`config.mk`:
```
export PLATFORM = sky130hd
export DESIGN_NAME = dp_link_trainer
export DESIGN_NICKNAME = d
export VERILOG_FILES = /design/src/rtl/dplt_pkg.sv /design/src/rtl/dplt_lane_status.sv /design/src/rtl/dplt_adj_decode.sv /design/src/rtl/dplt_cr_counters.sv /design/src/rtl/dp_link_trainer.sv
export SDC_FILE = /design/constraint.sdc
export NUM_CORES = 1
export LEC_CHECK = 0
export ABC_CLOCK_PERIOD_IN_PS = 4800
export CORE_ASPECT_RATIO = 1.5
export CORE_MARGIN = 2
export CORE_UTILIZATION = 60
export DETAILED_ROUTE_END_ITERATION = 12
export PLACE_DENSITY = 0.86
export SLEW_MARGIN = 40
export SYNTH_ARGS = -nofsm -noshare
export SYNTH_HDL_FRONTEND = slang
export SYNTH_HIERARCHICAL = 1
export SYNTH_SLANG_ARGS = --single-unit
```
`constraint.sdc`:
```
create_clock -name clk_i -period 4.8 [get_ports clk_i]
set_input_delay 0.96 -clock clk_i [delete_from_list [all_inputs] [get_ports clk_i]]
set_output_delay 0.96 -clock clk_i [all_outputs]
set_load 0.05 [all_outputs]
```
`src/rtl/dplt_pkg.sv`:
```
package dplt_pkg;
  localparam int unsigned SINK_AW = 20;
  localparam int unsigned NLANE   = 4;

  localparam logic [7:0] RATE_HI = 8'h0A;
  localparam logic [7:0] RATE_LO = 8'h06;

  localparam logic [SINK_AW-1:0] A_PWR   = 20'h00600;
  localparam logic [SINK_AW-1:0] A_BW    = 20'h00100;
  localparam logic [SINK_AW-1:0] A_LCNT  = 20'h00101;
  localparam logic [SINK_AW-1:0] A_PAT   = 20'h00102;
  localparam logic [SINK_AW-1:0] A_DRV0  = 20'h00103;

  localparam logic [7:0] PWR_D0   = 8'h01;
  localparam logic [7:0] PAT_TPS1 = 8'h21;
  localparam logic [7:0] PAT_TPS2 = 8'h22;
  localparam logic [7:0] PAT_OFF  = 8'h00;

  typedef enum logic [2:0] {
    S_IDLE, S_INIT, S_RD, S_EVAL, S_WR, S_DIS, S_DONE, S_FAIL
  } st_t;

  // read order per iteration: status pair, align, adjust pair
  function automatic logic [SINK_AW-1:0] rd_addr(input logic [2:0] step);
    case (step)
      3'd0:    rd_addr = 20'h00202;
      3'd1:    rd_addr = 20'h00203;
      3'd2:    rd_addr = 20'h00204;
      3'd3:    rd_addr = 20'h00206;
      default: rd_addr = 20'h00207;
    endcase
  endfunction
endpackage

```
`src/rtl/dplt_lane_status.sv`:
```
module dplt_lane_status #(
  parameter int unsigned NL = 4
) (
  input  logic [NL*4-1:0] stat_i,
  input  logic [NL-1:0]   act_i,
  output logic [3:0]      nib0_o,
  output logic            mism_o
);
  logic [NL-1:0] diff;

  for (genvar l = 0; l < NL; l++) begin : g_lane
    assign diff[l] = act_i[l] && (stat_i[l*4 +: 4] != stat_i[3:0]);
  end

  assign nib0_o = stat_i[3:0];
  assign mism_o = |diff;
endmodule

```
`src/rtl/dplt_adj_decode.sv`:
```
module dplt_adj_decode #(
  parameter int unsigned NL = 4
) (
  input  logic [NL*4-1:0] adj_i,
  input  logic [NL-1:0]   act_i,
  input  logic [NL*8-1:0] cur_i,
  output logic [NL*8-1:0] ctl_o,
  output logic            max3_o,
  output logic [NL-1:0]   same_o
);
  logic [NL-1:0] top;

  for (genvar l = 0; l < NL; l++) begin : g_lane
    logic [1:0] sw, em;
    assign sw      = adj_i[l*4 +: 2];
    assign em      = adj_i[l*4+2 +: 2];
    assign top[l]  = act_i[l] && (sw == 2'd3 || em == 2'd3);
    assign ctl_o[l*8 +: 8] = act_i[l] ? {2'b00, top[l], em, top[l], sw} : 8'h00;
    assign same_o[l] = act_i[l] && (cur_i[l*8 +: 2] == sw) && (cur_i[l*8+3 +: 2] == em);
  end

  assign max3_o = |top;
endmodule

```
`src/rtl/dplt_cr_counters.sv`:
```
module dplt_cr_counters #(
  parameter int unsigned NL     = 4,
  parameter int unsigned MAX_CR = 5
) (
  input  logic          clk_i,
  input  logic          rst_ni,
  input  logic          clr_i,
  input  logic          inc_i,
  input  logic [NL-1:0] same_i,
  output logic          hit_o
);
  localparam int unsigned CW = $clog2(MAX_CR + 1);
  localparam logic [CW-1:0] LAST = CW'(MAX_CR - 1);

  logic [NL-1:0] near;

  for (genvar l = 0; l < NL; l++) begin : g_cnt
    logic [CW-1:0] cnt_q;
    always_ff @(posedge clk_i or negedge rst_ni) begin
      if (!rst_ni)                  cnt_q <= '0;
      else if (clr_i)               cnt_q <= '0;
      else if (inc_i && same_i[l])  cnt_q <= cnt_q + 1'b1;
    end
    assign near[l] = same_i[l] && (cnt_q == LAST);
  end

  assign hit_o = |near;
endmodule

```
`src/rtl/dp_link_trainer.sv`:
```
module dp_link_trainer
  import dplt_pkg::*;
#(
  parameter int unsigned MAX_CR = 5,
  parameter int unsigned MAX_EQ = 5
) (
  input  logic        clk_i,
  input  logic        rst_ni,
  input  logic        start_i,
  input  logic        hbr_en_i,
  input  logic [2:0]  lanes_i,
  output logic        busy_o,
  output logic        done_o,
  output logic        fail_o,
  output logic [7:0]  link_rate_o,
  output logic [2:0]  lane_count_o,
  output logic [1:0]  tps_o,
  output logic [31:0] lane_ctl_o,
  output logic        req_o,
  output logic        we_o,
  output logic [19:0] addr_o,
  output logic [7:0]  wdata_o,
  input  logic        ack_i,
  input  logic        err_i,
  input  logic [7:0]  rdata_i
);
  localparam int unsigned EQW = $clog2(MAX_EQ + 2);
  localparam logic [EQW-1:0] EQ_LAST = EQW'(MAX_EQ);

  st_t                  st_q;
  logic [2:0]           step_q;
  logic                 eq_ph_q;
  logic [7:0]           rate_q;
  logic [2:0]           lanes_q;
  logic [1:0]           tps_q;
  logic [NLANE*8-1:0]   ctl_q;
  logic [4:0][7:0]      rd_q;
  logic [EQW-1:0]       eq_cnt_q;

  logic [NLANE-1:0]     act, same;
  logic [NLANE*8-1:0]   ctl_new;
  logic [3:0]           nib0;
  logic                 mism, any_max3, cr_hit;

  for (genvar l = 0; l < NLANE; l++) begin : g_act
    assign act[l] = (3'(l) < lanes_q);
  end

  dplt_lane_status #(.NL(NLANE)) u_stat (
    .stat_i ({rd_q[1], rd_q[0]}),
    .act_i  (act),
    .nib0_o (nib0),
    .mism_o (mism)
  );

  dplt_adj_decode #(.NL(NLANE)) u_adj (
    .adj_i  ({rd_q[4], rd_q[3]}),
    .act_i  (act),
    .cur_i  (ctl_q),
    .ctl_o  (ctl_new),
    .max3_o (any_max3),
    .same_o (same)
  );

  logic eval_cr, eval_eq, cr_ok, eq_ok, need_red, red_hi, launch, cr_clr, cr_inc;
  logic acc, idle_like;

  assign idle_like = (st_q == S_IDLE) || (st_q == S_DONE) || (st_q == S_FAIL);
  assign acc       = (st_q == S_INIT) || (st_q == S_RD) || (st_q == S_WR) || (st_q == S_DIS);
  assign eval_cr   = (st_q == S_EVAL) && !eq_ph_q;
  assign eval_eq   = (st_q == S_EVAL) &&  eq_ph_q;
  assign cr_ok     = nib0[0];
  assign eq_ok     = nib0[0] && nib0[1] && nib0[2] && rd_q[2][0];
  assign need_red  = !mism && ((eval_cr && !cr_ok && (any_max3 || cr_hit)) ||
                               (eval_eq && (!cr_ok || (!eq_ok && eq_cnt_q >= EQ_LAST))));
  assign red_hi    = need_red && (rate_q == RATE_HI);
  assign launch    = idle_like && start_i;
  assign cr_clr    = launch || red_hi;
  assign cr_inc    = eval_cr && !mism && !cr_ok && !any_max3 && !cr_hit;

  dplt_cr_counters #(.NL(NLANE), .MAX_CR(MAX_CR)) u_crc (
    .clk_i  (clk_i),
    .rst_ni (rst_ni),
    .clr_i  (cr_clr),
    .inc_i  (cr_inc),
    .same_i (same),
    .hit_o  (cr_hit)
  );

  // access decode
  always_comb begin
    we_o    = 1'b1;
    addr_o  = A_PAT;
    wdata_o = PAT_OFF;
    unique case (st_q)
      S_INIT: begin
        unique case (step_q)
          3'd0:    begin addr_o = A_PWR;  wdata_o = PWR_D0;          end
          3'd1:    begin addr_o = A_BW;   wdata_o = rate_q;          end
          3'd2:    begin addr_o = A_LCNT; wdata_o = {5'b0, lanes_q}; end
          3'd3:    begin addr_o = A_PAT;  wdata_o = PAT_TPS1;        end
          default: begin
            addr_o  = A_DRV0 + 20'(step_q - 3'd4);
            wdata_o = ctl_q[(step_q - 3'd4)*8 +: 8];
          end
        endcase
      end
      S_RD: begin we_o = 1'b0; addr_o = rd_addr(step_q); wdata_o = 8'h00; end
      S_WR: begin
        if (step_q == 3'd0) begin
          addr_o = A_PAT; wdata_o = PAT_TPS2;
        end else begin
          addr_o  = A_DRV0 + 20'(step_q - 3'd1);
          wdata_o = ctl_q[(step_q - 3'd1)*8 +: 8];
        end
      end
      default: ;
    endcase
  end

  always_ff @(posedge clk_i or negedge rst_ni) begin
    if (!rst_ni) begin
      st_q     <= S_IDLE;
      step_q   <= '0;
      eq_ph_q  <= 1'b0;
      rate_q   <= RATE_LO;
      lanes_q  <= '0;
      tps_q    <= 2'd0;
      ctl_q    <= '0;
      rd_q     <= '0;
      eq_cnt_q <= '0;
    end else if (acc && ack_i && err_i) begin
      st_q  <= S_FAIL;
      tps_q <= 2'd0;
    end else if (cr_clr) begin
      if (launch) begin
        rate_q  <= hbr_en_i ? RATE_HI : RATE_LO;
        lanes_q <= lanes_i;
      end else begin
        rate_q  <= RATE_LO;
      end
      st_q     <= S_INIT;
      step_q   <= '0;
      eq_ph_q  <= 1'b0;
      tps_q    <= 2'd1;
      ctl_q    <= '0;
      eq_cnt_q <= '0;
    end else begin
      unique case (st_q)
        S_INIT: if (ack_i) begin
          if (step_q == 3'd7) begin st_q <= S_RD; step_q <= '0; end
          else step_q <= step_q + 3'd1;
        end
        S_RD: if (ack_i) begin
          rd_q[step_q] <= rdata_i;
          if (step_q == 3'd4) st_q <= S_EVAL;
          else step_q <= step_q + 3'd1;
        end
        S_EVAL: begin
          if (mism) begin
            st_q <= S_FAIL; tps_q <= 2'd0;
          end else if (need_red) begin
            st_q <= S_DIS;
          end else if (!eq_ph_q) begin
            ctl_q <= ctl_new;
            st_q  <= S_WR;
            if (cr_ok) begin
              tps_q <= 2'd2; eq_ph_q <= 1'b1; step_q <= 3'd0;
            end else begin
              step_q <= 3'd1;
            end
          end else if (eq_ok) begin
            st_q <= S_DONE;
          end else begin
            eq_cnt_q <= eq_cnt_q + 1'b1;
            ctl_q    <= ctl_new;
            st_q     <= S_WR;
            step_q   <= 3'd1;
          end
        end
        S_WR: if (ack_i) begin
          if (step_q == 3'd4) begin st_q <= S_RD; step_q <= '0; end
          else step_q <= step_q + 3'd1;
        end
        S_DIS: if (ack_i) begin
          st_q <= S_FAIL; tps_q <= 2'd0;
        end
        default: ;
      endcase
    end
  end

  assign req_o        = acc;
  assign busy_o       = !idle_like;
  assign done_o       = (st_q == S_DONE);
  assign fail_o       = (st_q == S_FAIL);
  assign link_rate_o  = rate_q;
  assign lane_count_o = lanes_q;
  assign tps_o        = tps_q;
  assign lane_ctl_o   = ctl_q;
endmodule

```
==> flow_summary.ini, run 1 <==
[clock_tree]
cts_buffers = 9
cts_tree = built
clkSinkCount = 94
post_cts_buffers = 0
cts_resized = 0
clkSlewWorstSetupHoldPaths_ns = 0.07
htree_levels = 3
clkLatencyLatePin_ns = 0.35
cts_hold_buf = 0
clockRootBuffer = clkbuf_16
clockBufferDepth = 2

[status]
status = finished clean

[timing]
fin_tns_setup_ns = 0
rsz0062_at_grt = no
hold_violations = 0
fmaxAchievable_mhz = 228
min_period_ns = 4.38
skew_ns = 0.0109
period_share = 0.913
holdWs_ns = 0.511
slew_headroom = 0.420
worst_pin_slew_ns = 0.859
slew_violations = 0
finalSetupViolCount = 0

[worst_setup_path]
crit_path_end_kind = output pin
r2r_slack_ns = 1.16
cp_data_arrival_time_ns = 3.42
startpoint_type = flop
crit_type = reg2out
cp.required_ns = 3.84
crit_fanout = 10

[cells_and_area]
drive_above_1_share = 0.150
final_cells = 862
nets = 755
antenna_cells = 0
design_area_mm2 = 0.00739
fill_cells = 718
area_growth_pct = 17.1

[drt]
viasPerCell = 6.29
num_vias = 5419
drt_iter0_markers = 499
drc = 0
ant_nets = 0
routed_wl_um = 16900
post_drt_wl_per_cell_um = 19.6
first_pass_iters = 6

[placement]
dp_hpwl_um = 11600
dp_cells = 846
port_buffers = 79
place_congestion = 0.901
place_area_mm2 = 0.00703

[yosys]
yosys_warnings = 6
avgSynthCellArea_um2 = 9.55
syn_inst = 661
syn_area_mm2 = 0.00631

[global_routing]
grt_max_degree = 57
grtUsageTotal = 0.309
grt_antenna_before_repair = 0
globalRouteOverflowTotal = 0
grt_pass1_vias = 5391
grt_first_pass_wirelength_um = 27300

[floorplan]
initial_core_util = 0.620
dieArea_mm2 = 0.0114
die_w_um = 87.8
rows = 45
core_area_mm2 = 0.0102
die_height_um = 130
io_pins = 95

[power_and_ir_drop]
power_w = 0.00532
p_leak_nw = 3.20
peakVddDrop_mv = 0.432
power.density_mw_per_mm2 = 719

[run]
drv_cap = 0

[min_path]
holdCritPathClass = reg2reg
-- cell usage in the layout (no fill, tap or decap), drive strengths merged, types with 8 or more instances in the layout --
cell           instances
a21oi                 18
and2                  21
buf                   22
clkbuf                 9
clkdlybuf4s50         69
conb                  23
dfrtp                 93
ha                    22
inv                   96
mux2                  35
mux4                  16
nand2                 27
nand2b                 9
nand3                 28
nor2                  31
nor2b                  8
o21ai                 21
o32ai                 33
xnor2                  8
xor2                  29
-- path summary, 6_finish.rpt --
check,start,end,cells past startpoint
max,step_q[1],wdata_o[2],7
min,tps_o[0],tps_o[0],1
max reg2reg,lane_count_o[2],step_q[0],9
min reg2reg,tps_o[0],tps_o[0],1
max in group asynchronous,rst_ni,lane_ctl_o[6],2
min in group asynchronous,rst_ni,u_crc/g_cnt[3].cnt_q[2],1
-- per-stage QoR --
step	utilization	setup WS (ns)
finish	0.725	0.418
global route	0.725	0.178
CTS	0.725	0.411
detailed placement	0.690	0.838
global placement	0.690	0.918
floorplan	-	0.232
-- worst max-delay path: stages, from the launching register on --
cell             delay [ns]
dfrtp_1                0.62
inv_1                  0.25
ha_1                   0.30
nor2b_1                0.24
nor2b_1                0.29
nand3_1                0.25
o21ai_0                0.29
clkdlybuf4s50_1        0.85
-- layout make-up --
type                    count  area [µm²]  area share
clock buffers               9         225      0.0305
flip-flops and latches     94        2350       0.318
well taps                 141         176      0.0239
multi-input cells         427        3300       0.446
inverters                  93         352      0.0476
clock inverters             7         129      0.0174
repair buffers             91         856       0.116
-- sequential cells by signal (all words and copies together), names as in the netlist --
register           cells
rd_q                  33
lane_ctl_o            32
u_crc/g_cnt.cnt_q     12
eq_cnt_q               3
lane_count_o           3
st_q                   3
step_q                 3
link_rate_o            2
tps_o                  2
eq_ph_q                1
-- per-layer routing --
metal,up-vias,part of all wire,global-route usage
li1,2380,-,-
met1,2669,0.37,0.381
met2,307,0.52,0.534
met3,63,0.073,0.0395
met4,0,0.041,0.142
met5,-,0,0
-- where the power goes --
part	internal (W)	switching [W]	total, W	leakage, nW
registers	0.00105	0.000355	0.00140	1.26
logic	0.00114	0.00193	0.00306	1.77
clock network	0.000519	0.000330	0.000849	0.170
total	0.00271	0.00261	0.00532	3.20
No activity file was read; power rests on OpenSTA's default activity.
==> inputs of run 2 (changes only) <==
Settings changed: DONT_BUFFER_PORTS from default to 1, PLACE_DENSITY 0.86 to 0.75.
==> flow_summary.ini, run 2 (same netlist as run 1, synthesis figures left out) <==
[floorplan]
rows = 45
io_pins = 95
dieArea_mm2 = 0.0114
core_area_mm2 = 0.0102
initial_core_util = 0.620
die_height_um = 130
die_w_um = 87.8

[clock_tree]
clkSinkCount = 94
clkSlewWorstSetupHoldPaths_ns = 0.07
cts_hold_buf = 0
post_cts_buffers = 0
clockRootBuffer = clkbuf_16
clockBufferDepth = 2
cts_buffers = 9
cts_resized = 0
cts_tree = built
clkLatencyLatePin_ns = 0.35
htree_levels = 3

[power_and_ir_drop]
power.density_mw_per_mm2 = 726
netSwitchingPower_w = 0.00254
p_int_w = 0.00233
peakVddDrop_mv = 0.385
p_seq_frac = 0.358
switching_share = 0.522
p_leak_nw = 2.96
clkPwrFrac = 0.144
combPwrFrac = 0.498

[global_routing]
globalRouteOverflowTotal = 0
grt_max_degree = 95
grt_pass1_vias = 5047
grt_use_met1 = 0.362
use_met2 = 0.503
grt_antenna_before_repair = 0
met3_usage = 0.0771
grtUsageTotal = 0.297
grt_first_pass_wirelength_um = 26000
busiest_layer = met2

[cells_and_area]
design_area_mm2 = 0.00670
largest_reg_flops = 33
regMostFlops = rd_q
nets = 693
drive_above_1_share = 0.178
final_common_cell = dfrtp_1
antenna_cells = 0
utilization = 0.658
fill_cells = 793
area_growth_pct = 6.16
layout_common_cells = dfrtp_1 (93), inv_1 (91), mux2_2 (35)

[timing]
period_share = 0.898
skew_ns = 0.0108
worst_pin_slew_ns = 0.792
min_period_ns = 4.31
slew_headroom = 0.467
fin_tns_setup_ns = 0
finalSetupViolCount = 0
holdWs_ns = 0.300
finalWorstSetupSlack_ns = 0.491
hold_violations = 0
slew_violations = 0
fmaxAchievable_mhz = 232
rsz0062_at_grt = no

[drt]
viasPerCell = 6.11
num_vias = 4884
post_drt_wl_per_cell_um = 20.1
routed_wl_um = 16100
drt_iter0_markers = 417
drc = 0
ant_nets = 0
first_pass_iters = 5

[worst_setup_path]
rr_endpoint = step_q[1]
startpoint_type = flop
crit_type = reg2out
crit_path_end_kind = output pin
r2r-start = lane_count_o[2]
reg2regPathDepth = 10
critical_path.startpoint = step_q[1]
r2r_slack_ns = 0.98
crit_fanout = 15
cp-endpoint = addr_o[2]
cp.required_ns = 3.84
cp_data_arrival_time_ns = 3.35

[placement]
dp_hpwl_um = 11600
pre_cts_ws_ns = 0.930
port_buffers = 0
place_area_mm2 = 0.00641
place_congestion = 0.921

[min_path]
holdCritPathClass = in2async

[run]
drv_cap = 0

[status]
status = finished clean
## run 2: cell types whose count changed in the layout (fill, tap and decap cells not counted), moves of 2 or more
cell and change:
o21ai_1 +7, clkinv_4 +2, buf_4 +7, bufinv_16 -3
clkdlybuf4s50_1 -69, o21ai_0 -8
## run 2: metrics by stage
stage               instances  total power (W)
finish                    800          0.00486
CTS                       800          0.00484
detailed placement        784          0.00414
floorplan                 681          0.00351
global route              800          0.00516
global placement          784          0.00403
## run 2: critical path: stages, from the launching register on
cell and delay (ns):
dfrtp_1 0.79, inv_1 0.30, ha_1 0.33, or3_1 0.39
a21oi_1 0.35, and2_1 0.35, a21oi_1 0.07, o221ai_1 0.19
buf_4 0.23
## run 2: layout make-up
class,instances,area (µm²),area share
repair buffers,29,218,0.0325
clock inverters,6,55.1,0.00821
flip-flops and latches,94,2350,0.351
inverters,93,349,0.0521
clock buffers,10,239,0.0357
well taps,141,176,0.0263
multi-input cells,427,3310,0.494
## run 2: worst min-delay path by stage
| stage | end | slack (ns) |
|---|---|---|
| after floorplan | rd_q[16] | 0.49 |
| after global placement | rd_q[5] | 0.51 |
| after detailed placement | rd_q[15] | 0.51 |
| after CTS | link_rate_o[3] | 0.30 |
| after global routing | u_crc/g_cnt[3].cnt_q[2] | 0.29 |
| final | eq_cnt_q[2] | 0.30 |
## run 2: routing by layer
layer,share of wire,wire (µm),vias up
li1,-,-,2250
met1,0.38,6140,2396
met2,0.51,8230,198
met3,0.076,1220,40
met4,0.031,496,0
met5,0,0,-
## run 2: power by group through the flow
stage,clock network (W),logic [W],registers (W)
3_5_place_dp,0,0.00239,0.00175
6_report,0.000701,0.00242,0.00174
3_3_place_gp,0,0.00230,0.00172
5_1_grt,0.000737,0.00264,0.00178
2_1_floorplan,0,0.00192,0.00159
4_1_cts,0.000710,0.00240,0.00174
